[src/rtl/pp_seq_pkg.sv]
package pp_seq_pkg;

  typedef enum logic [1:0] {
    OP_PUSH    = 2'd0,
    OP_POP     = 2'd1,
    OP_POPRET  = 2'd2,
    OP_POPRETZ = 2'd3
  } pp_op_e;

  typedef enum logic [1:0] {
    ST_IDLE = 2'd0,
    ST_XFER = 2'd1,
    ST_FIN  = 2'd2
  } pp_st_e;

  localparam int MAX_REGS = 13;
  localparam int RA_W     = 5;
  localparam logic [RA_W-1:0] RA_REG  = 5'd1;
  localparam logic [RA_W-1:0] A0_REG  = 5'd10;

  // list slot -> architectural register
  function automatic logic [RA_W-1:0] slot_reg(int i);
    if (i == 0)     return RA_REG;
    else if (i < 3) return RA_W'(i + 7);
    else            return RA_W'(i + 15);
  endfunction

endpackage

[src/rtl/pp_seq_decode.sv]
module pp_seq_decode #(
  parameter int XLEN  = 64,
  parameter int CNT_W = 4,
  parameter int ADJ_W = 9
) (
  input  logic [3:0]       rlist_i,
  input  logic [1:0]       spimm_i,
  output logic             legal_o,
  output logic [CNT_W-1:0] cnt_o,
  output logic [ADJ_W-1:0] adj_o
);
  localparam int WB = XLEN / 8;

  logic [ADJ_W-1:0] bytes, base;

  always_comb begin
    legal_o = rlist_i >= 4'd4;
    if (!legal_o)              cnt_o = '0;
    else if (rlist_i == 4'd15) cnt_o = CNT_W'(13);
    else                       cnt_o = CNT_W'(rlist_i - 4'd3);
    bytes = ADJ_W'(cnt_o) * ADJ_W'(WB);
    base  = (bytes + ADJ_W'(15)) & ~ADJ_W'(15);
    adj_o = base + {{(ADJ_W-6){1'b0}}, spimm_i, 4'b0000};
  end

endmodule

[src/rtl/pp_seq_regsel.sv]
module pp_seq_regsel #(
  parameter int MAX_REGS = pp_seq_pkg::MAX_REGS,
  parameter int IDX_W    = 4,
  parameter int RA_W     = pp_seq_pkg::RA_W
) (
  input  logic [IDX_W-1:0] idx_i,
  output logic [RA_W-1:0]  reg_o
);
  logic [RA_W-1:0] tbl [MAX_REGS];

  for (genvar g = 0; g < MAX_REGS; g++) begin : g_slot
    assign tbl[g] = RA_W'(pp_seq_pkg::slot_reg(g));
  end

  always_comb begin
    reg_o = '0;
    for (int k = 0; k < MAX_REGS; k++)
      if (idx_i == IDX_W'(k)) reg_o = tbl[k];
  end

endmodule

[src/rtl/pp_seq_agen.sv]
module pp_seq_agen #(
  parameter int XLEN = 64,
  parameter int STEP = 8
) (
  input  logic            clk_i,
  input  logic            rst_ni,
  input  logic            load_i,
  input  logic [XLEN-1:0] base_i,
  input  logic            step_i,
  output logic [XLEN-1:0] addr_o
);
  always_ff @(posedge clk_i or negedge rst_ni) begin
    if (!rst_ni)     addr_o <= '0;
    else if (load_i) addr_o <= base_i;
    else if (step_i) addr_o <= addr_o + XLEN'(STEP);
  end

endmodule

[src/rtl/pp_seq.sv]
module pp_seq
  import pp_seq_pkg::*;
#(
  parameter int XLEN = 64
) (
  input  logic            clk_i,
  input  logic            rst_ni,
  input  logic            start_i,
  input  logic [1:0]      op_i,
  input  logic [3:0]      rlist_i,
  input  logic [1:0]      spimm_i,
  input  logic [XLEN-1:0] sp_i,
  output logic            busy_o,
  output logic            done_o,
  output logic            illegal_o,
  output logic            mem_req_o,
  output logic            mem_we_o,
  output logic [XLEN-1:0] mem_addr_o,
  output logic [XLEN-1:0] mem_wdata_o,
  input  logic            mem_ready_i,
  input  logic [XLEN-1:0] mem_rdata_i,
  output logic [4:0]      rf_raddr_o,
  input  logic [XLEN-1:0] rf_rdata_i,
  output logic            rf_we_o,
  output logic [4:0]      rf_waddr_o,
  output logic [XLEN-1:0] rf_wdata_o,
  output logic            sp_we_o,
  output logic [XLEN-1:0] sp_o,
  output logic            pc_we_o,
  output logic [XLEN-1:0] pc_o
);
  localparam int WB    = XLEN / 8;
  localparam int WB_SH = $clog2(WB);
  localparam int CNT_W = $clog2(MAX_REGS + 1);
  localparam int ADJ_W = $clog2(MAX_REGS * WB + 16 + 48) + 1;

  pp_st_e            st_q;
  pp_op_e            op_q, op_in;
  logic [CNT_W-1:0]  cnt_q, idx_q, cnt_d;
  logic [ADJ_W-1:0]  adj_d;
  logic [XLEN-1:0]   nsp_q, ra_q;
  logic              ill_q, legal_d;
  logic [RA_W-1:0]   cur_reg;
  logic [XLEN-1:0]   adj_x, frame_top, base_addr, agen_addr;
  logic              accept, is_push, xfer_hs, last_xfer;

  assign op_in = pp_op_e'(op_i);

  pp_seq_decode #(.XLEN(XLEN), .CNT_W(CNT_W), .ADJ_W(ADJ_W)) u_dec (
    .rlist_i (rlist_i),
    .spimm_i (spimm_i),
    .legal_o (legal_d),
    .cnt_o   (cnt_d),
    .adj_o   (adj_d)
  );

  pp_seq_regsel #(.MAX_REGS(MAX_REGS), .IDX_W(CNT_W), .RA_W(RA_W)) u_sel (
    .idx_i (idx_q),
    .reg_o (cur_reg)
  );

  assign accept    = start_i && (st_q == ST_IDLE);
  assign is_push   = (op_q == OP_PUSH);
  assign xfer_hs   = (st_q == ST_XFER) && mem_ready_i;
  assign last_xfer = (idx_q == cnt_q - CNT_W'(1));
  assign adj_x     = XLEN'(adj_d);
  assign frame_top = (op_in == OP_PUSH) ? sp_i : sp_i + adj_x;
  assign base_addr = frame_top - (XLEN'(cnt_d) << WB_SH);

  pp_seq_agen #(.XLEN(XLEN), .STEP(WB)) u_agen (
    .clk_i  (clk_i),
    .rst_ni (rst_ni),
    .load_i (accept && legal_d),
    .base_i (base_addr),
    .step_i (xfer_hs),
    .addr_o (agen_addr)
  );

  always_ff @(posedge clk_i or negedge rst_ni) begin
    if (!rst_ni) begin
      st_q  <= ST_IDLE;
      op_q  <= OP_PUSH;
      cnt_q <= '0;
      idx_q <= '0;
      nsp_q <= '0;
      ra_q  <= '0;
      ill_q <= 1'b0;
    end else begin
      ill_q <= 1'b0;
      unique case (st_q)
        ST_IDLE: if (accept) begin
          if (!legal_d) begin
            ill_q <= 1'b1;
          end else begin
            op_q  <= op_in;
            cnt_q <= cnt_d;
            idx_q <= '0;
            nsp_q <= (op_in == OP_PUSH) ? sp_i - adj_x : sp_i + adj_x;
            st_q  <= ST_XFER;
          end
        end
        ST_XFER: if (mem_ready_i) begin
          // ra is always slot 0; keep the restored value for the redirect
          if (!is_push && idx_q == '0) ra_q <= mem_rdata_i;
          idx_q <= idx_q + CNT_W'(1);
          if (last_xfer) st_q <= ST_FIN;
        end
        ST_FIN:  st_q <= ST_IDLE;
        default: st_q <= ST_IDLE;
      endcase
    end
  end

  logic fin;
  assign fin = (st_q == ST_FIN);

  assign busy_o      = (st_q != ST_IDLE);
  assign done_o      = fin;
  assign illegal_o   = ill_q;
  assign mem_req_o   = (st_q == ST_XFER);
  assign mem_we_o    = (st_q == ST_XFER) && is_push;
  assign mem_addr_o  = agen_addr;
  assign mem_wdata_o = rf_rdata_i;
  assign rf_raddr_o  = cur_reg;
  assign rf_we_o     = (xfer_hs && !is_push) || (fin && op_q == OP_POPRETZ);
  assign rf_waddr_o  = fin ? A0_REG : cur_reg;
  assign rf_wdata_o  = fin ? '0 : mem_rdata_i;
  assign sp_we_o     = fin;
  assign sp_o        = nsp_q;
  assign pc_we_o     = fin && (op_q == OP_POPRET || op_q == OP_POPRETZ);
  assign pc_o        = ra_q;


  req_hold_chk: assert property (@(posedge clk_i) disable iff (!rst_ni)
    mem_req_o && !mem_ready_i |=> mem_req_o && $stable(mem_addr_o) && $stable(mem_we_o));


  illegal_quiet_chk: assert property (@(posedge clk_i) disable iff (!rst_ni)
    illegal_o |-> !busy_o && !mem_req_o && !sp_we_o && !rf_we_o);


  done_once_chk: assert property (@(posedge clk_i) disable iff (!rst_ni)
    done_o |=> !done_o && !busy_o);


  busy_hold_chk: assert property (@(posedge clk_i) disable iff (!rst_ni)
    busy_o && !done_o |=> busy_o);


  addr_align_chk: assert property (@(posedge clk_i) disable iff (!rst_ni)
    mem_req_o |-> mem_addr_o[WB_SH-1:0] == '0);


  pc_final_chk: assert property (@(posedge clk_i) disable iff (!rst_ni)
    pc_we_o |-> sp_we_o && busy_o && !mem_req_o);


  a0_zero_chk: assert property (@(posedge clk_i) disable iff (!rst_ni)
    rf_we_o && !mem_req_o |-> rf_waddr_o == A0_REG && rf_wdata_o == '0 && done_o);

endmodule

[config.mk]
export PLATFORM = sky130hd
export DESIGN_NAME = pp_seq
export DESIGN_NICKNAME = d
export VERILOG_FILES = /design/src/rtl/pp_seq_pkg.sv /design/src/rtl/pp_seq_decode.sv /design/src/rtl/pp_seq_regsel.sv /design/src/rtl/pp_seq_agen.sv /design/src/rtl/pp_seq.sv
export SDC_FILE = /design/constraint.sdc
export NUM_CORES = 1
export LEC_CHECK = 0
export CAP_MARGIN = 20
export CORE_AREA = 10 10 200 202
export CTS_CLUSTER_DIAMETER = 60
export CTS_CLUSTER_SIZE = 12
export DETAILED_ROUTE_END_ITERATION = 12
export DIE_AREA = 0 0 210 212
export PLACE_DENSITY_LB_ADDON = 0.08
export RECOVER_POWER = 100
export SETUP_SLACK_MARGIN = 0.05
export SYNTH_ARGS = -nofsm -noshare
export SYNTH_HDL_FRONTEND = slang
export SYNTH_SLANG_ARGS = --single-unit
[constraint.sdc]
create_clock -name clk_i -period 8.7 [get_ports clk_i]
set_input_delay 0.87 -clock clk_i [delete_from_list [all_inputs] [get_ports clk_i]]
set_output_delay 0.87 -clock clk_i [all_outputs]
set_load 0.005 [all_outputs]
==> metrics.cfg <==
[yosys]
yosysWarnings=0
synth_most_common_cell=nand2_1
synth-edff-count=0
ys_top_cells_by_count=nand2_1, dfrtp_1, o21ai_0, xnor2_1, nor2_1
synth_top_family_by_area=simple AND/OR/NAND/NOR gates
synth.distinct_cells=79
syn_inst=1802
synth_ff_type=dfrtp_1
synth_xor_area_share_pct=13.02
synth.cell_area_sq_um=15060
yosys.area.top_type_share_pct=34.06
ys_seq_elements=205
synthArstFlopShare_pct=100.0
synth_fa_ha_area_share_pct=2.525
synth_area_leaders=dfrtp_1, xnor2_1, nand2_1, xor2_1, mux2_2
synth_top_cell_by_area=dfrtp_1
synth_fp_nets=2034
synth.area.mux_share_pct=5.258
avgSynthCellArea_sq_um=8.359
synth-simple-area-share_pct=26.31
yosysSeqAreaShare_pct=34.06
synth_compound_area_share_pct=11.55

[clock_network]
htreeDepth=1
cts_hold_buf=0
cts.sinks=205
cts_tree=yes
cts_buffers=24
clock_latency_ps=530
root_buffer=clkbuf_16
clock_path_buffers=3
postCtsSetupRepairBufs=0
cts_resized=0
clk_pin_slew_ps=60

[setup_path]
r2r-start=st_q[1]
rrSetupSlack_ps=3370
r2r-end=sp_o[38]
r2r_cells=5
crit_path_end_kind=flop
cp-endpoint=u_agen.addr_o[58]
cp_max_fo=15
crit_required_ps=9070
cp-start-kind=primary input
critPathKind=in -> reg
crit_arrival_ps=8000
critical_path.startpoint=rlist_i[0]

[status]
violations=max-capacitance violations, max-slew violations
status=finished, violations left

[layout]
area_growth_pct=31.13
nFillCells=3379
seqCellArea_sq_um=5130
nets=2323
drive_gt1_share_pct=6.657
final_cells=2571
antennaDiodeCount=0
multiInputGateArea_sq_um=8818

[run]
drv_cap=7

[timing]
hold_viol=0
period_share_pct=87.76
worst_slew_pin_slew_ps=5269
fin_skew_ps=10.87
grt_setup_unrepaired=false
slew_headroom_pct=-251.3
drv_slew=424
timing.fmax_ghz=0.1310
finalSetupViolCount=0
hold_ws_ps=466.9
period_needed_ps=7635
setup_tns_ps=0

[global_route]
gr-total-overflow=0
antenna_found_initial=0
grt_pass1_wl_um=90470
grt_max_degree=92
grt_pass1_vias=14520
grt_usage_pct=25.56

[die]
rows=70
initial_core_util_pct=41.74
chipWidth_um=210
die-height_um=212
io_pins=542
die_area_sq_um=44520
fp.coreArea_sq_um=36080

[placed_design]
place.detailed.hpwl_um=47880
gp_congestion=0.9364
placed_cells=2532
port_buffers=413

[power]
powerDensity_nw_per_um2=256.8
cellLeakagePower_nw=8.078
peakVddDrop_mv=0.1585

[route]
routed_wl_um=59560
drcViolationCount=0
dr_total_vias=14310
drtIter0Drc=1132
drt_first_pass_iters=6
ant_nets=0
wl_per_cell_um=23.17
avgViaCountPerCell=5.565

[worst_hold_path]
hp-class=reg -> reg

[sequential cells by signal (all words and copies together) (netlist names)]
signal / cells
op_q: 2
sp_o: 64
u_agen.addr_o: 64
st_q: 2
illegal_o: 1
pc_o: 64
idx_q: 4
cnt_q: 4
[power breakdown]
part / internal (mW) / switching [mW]
clock: 0.610 / 0.416
combinational: 1.23 / 1.04
sequential: 1.41 / 0.359
total: 3.25 / 1.82
[routing by layer]
| layer | up-vias | track usage [%] | part of all wire (%) |
|---|---|---|---|
| met4 | 0 | 6.400 | 2.8 |
| met2 | 591 | 44.58 | 49 |
| met5 | - | 0 | 0 |
| met1 | 6870 | 30.95 | 40 |
| met3 | 80 | 6.207 | 7.7 |
| li1 | 6766 | - | - |
[how the worst min path moves through the flow]
stage,startpoint,to,slack [ps],cells after the start
final,sp_o[1],sp_o[1],470,2
after global routing,sp_o[1],sp_o[1],500,2
after CTS,rst_ni,sp_o[58],450,1
after detailed placement,sp_o[1],sp_o[1],460,2
after global placement,sp_o[62],sp_o[62],460,2
after floorplan,cnt_q[3],cnt_q[3],470,2
[per-stage QoR]
stage / utilization (%) / setup slack, ps / instance area (sq um) / power [mW]
after CTS: 54.97 / 1579 / 19840 / 5.348
final: 54.74 / 1065 / 19750 / 5.073
after detailed placement: 52.79 / 1051 / 19050 / 4.292
after floorplan: - / 2539 / 15060 / 2.749
after global routing: 54.74 / 619.4 / 19750 / 5.432
after global placement: 52.79 / 1130 / 19050 / 4.250
[cell families after synthesis]
| family | after synthesis |
|---|---|
| flip-flops | 205 |
| buffers and inverters | 216 |
| adder cells (fa/ha/maj) | 28 |
| AO/OA/AOI/OAI | 287 |
| multiplexers | 71 |
| AND/OR/NAND/NOR | 771 |
| XOR/XNOR | 224 |
[layout make-up]
class / instances / area share [%]
clock buffer: 29 / 3.446
clock inverter: 9 / 0.5448
inverter: 42 / 0.7981
multi-input combinational: 1381 / 44.64
sequential: 205 / 25.97
tap: 468 / 2.964
timing repair buffer: 437 / 21.63
[placed cells by master, fill, tap and decap left out, types with 9 or more instances in the layout]
master             n
a21oi_1           50
and2_1            14
and3_1            41
and4_1            11
buf_4             14
clkbuf_1           9
clkbuf_16         25
clkdlybuf4s50_1  139
dfrtp_1          205
dlygate4sd3_1    273
ha_1              24
inv_1             42
mux2_2            65
nand2_1          237
nand2b_1          10
nand3_1           70
nand4_1           43
nor2_1           124
nor2b_1           72
nor3_1            51
nor4_1            35
o2111ai_1         10
o21ai_0          137
or2_2              9
or3_1             14
or4_1             10
xnor2_1          125
xor2_1            99
[critical path, cell delays in order]
cell and delay [ps]:
dlygate4sd3_1 610, ha_1 320, nand2_1 100, nand2_1 50, nand2_1 60, o21ai_0 150
ha_1 260, xnor2_1 240, inv_1 90, fa_1 430, or3_1 450, ha_1 390
nor2b_1 200, and3_1 620, o21ai_0 250, xnor2_1 230, nor4_1 640, and4bb_1 370
nand4b_1 350, or4_1 770, nor3b_1 310, xor2_1 160, o21ai_0 80
(Power assumes the default switching activity.)
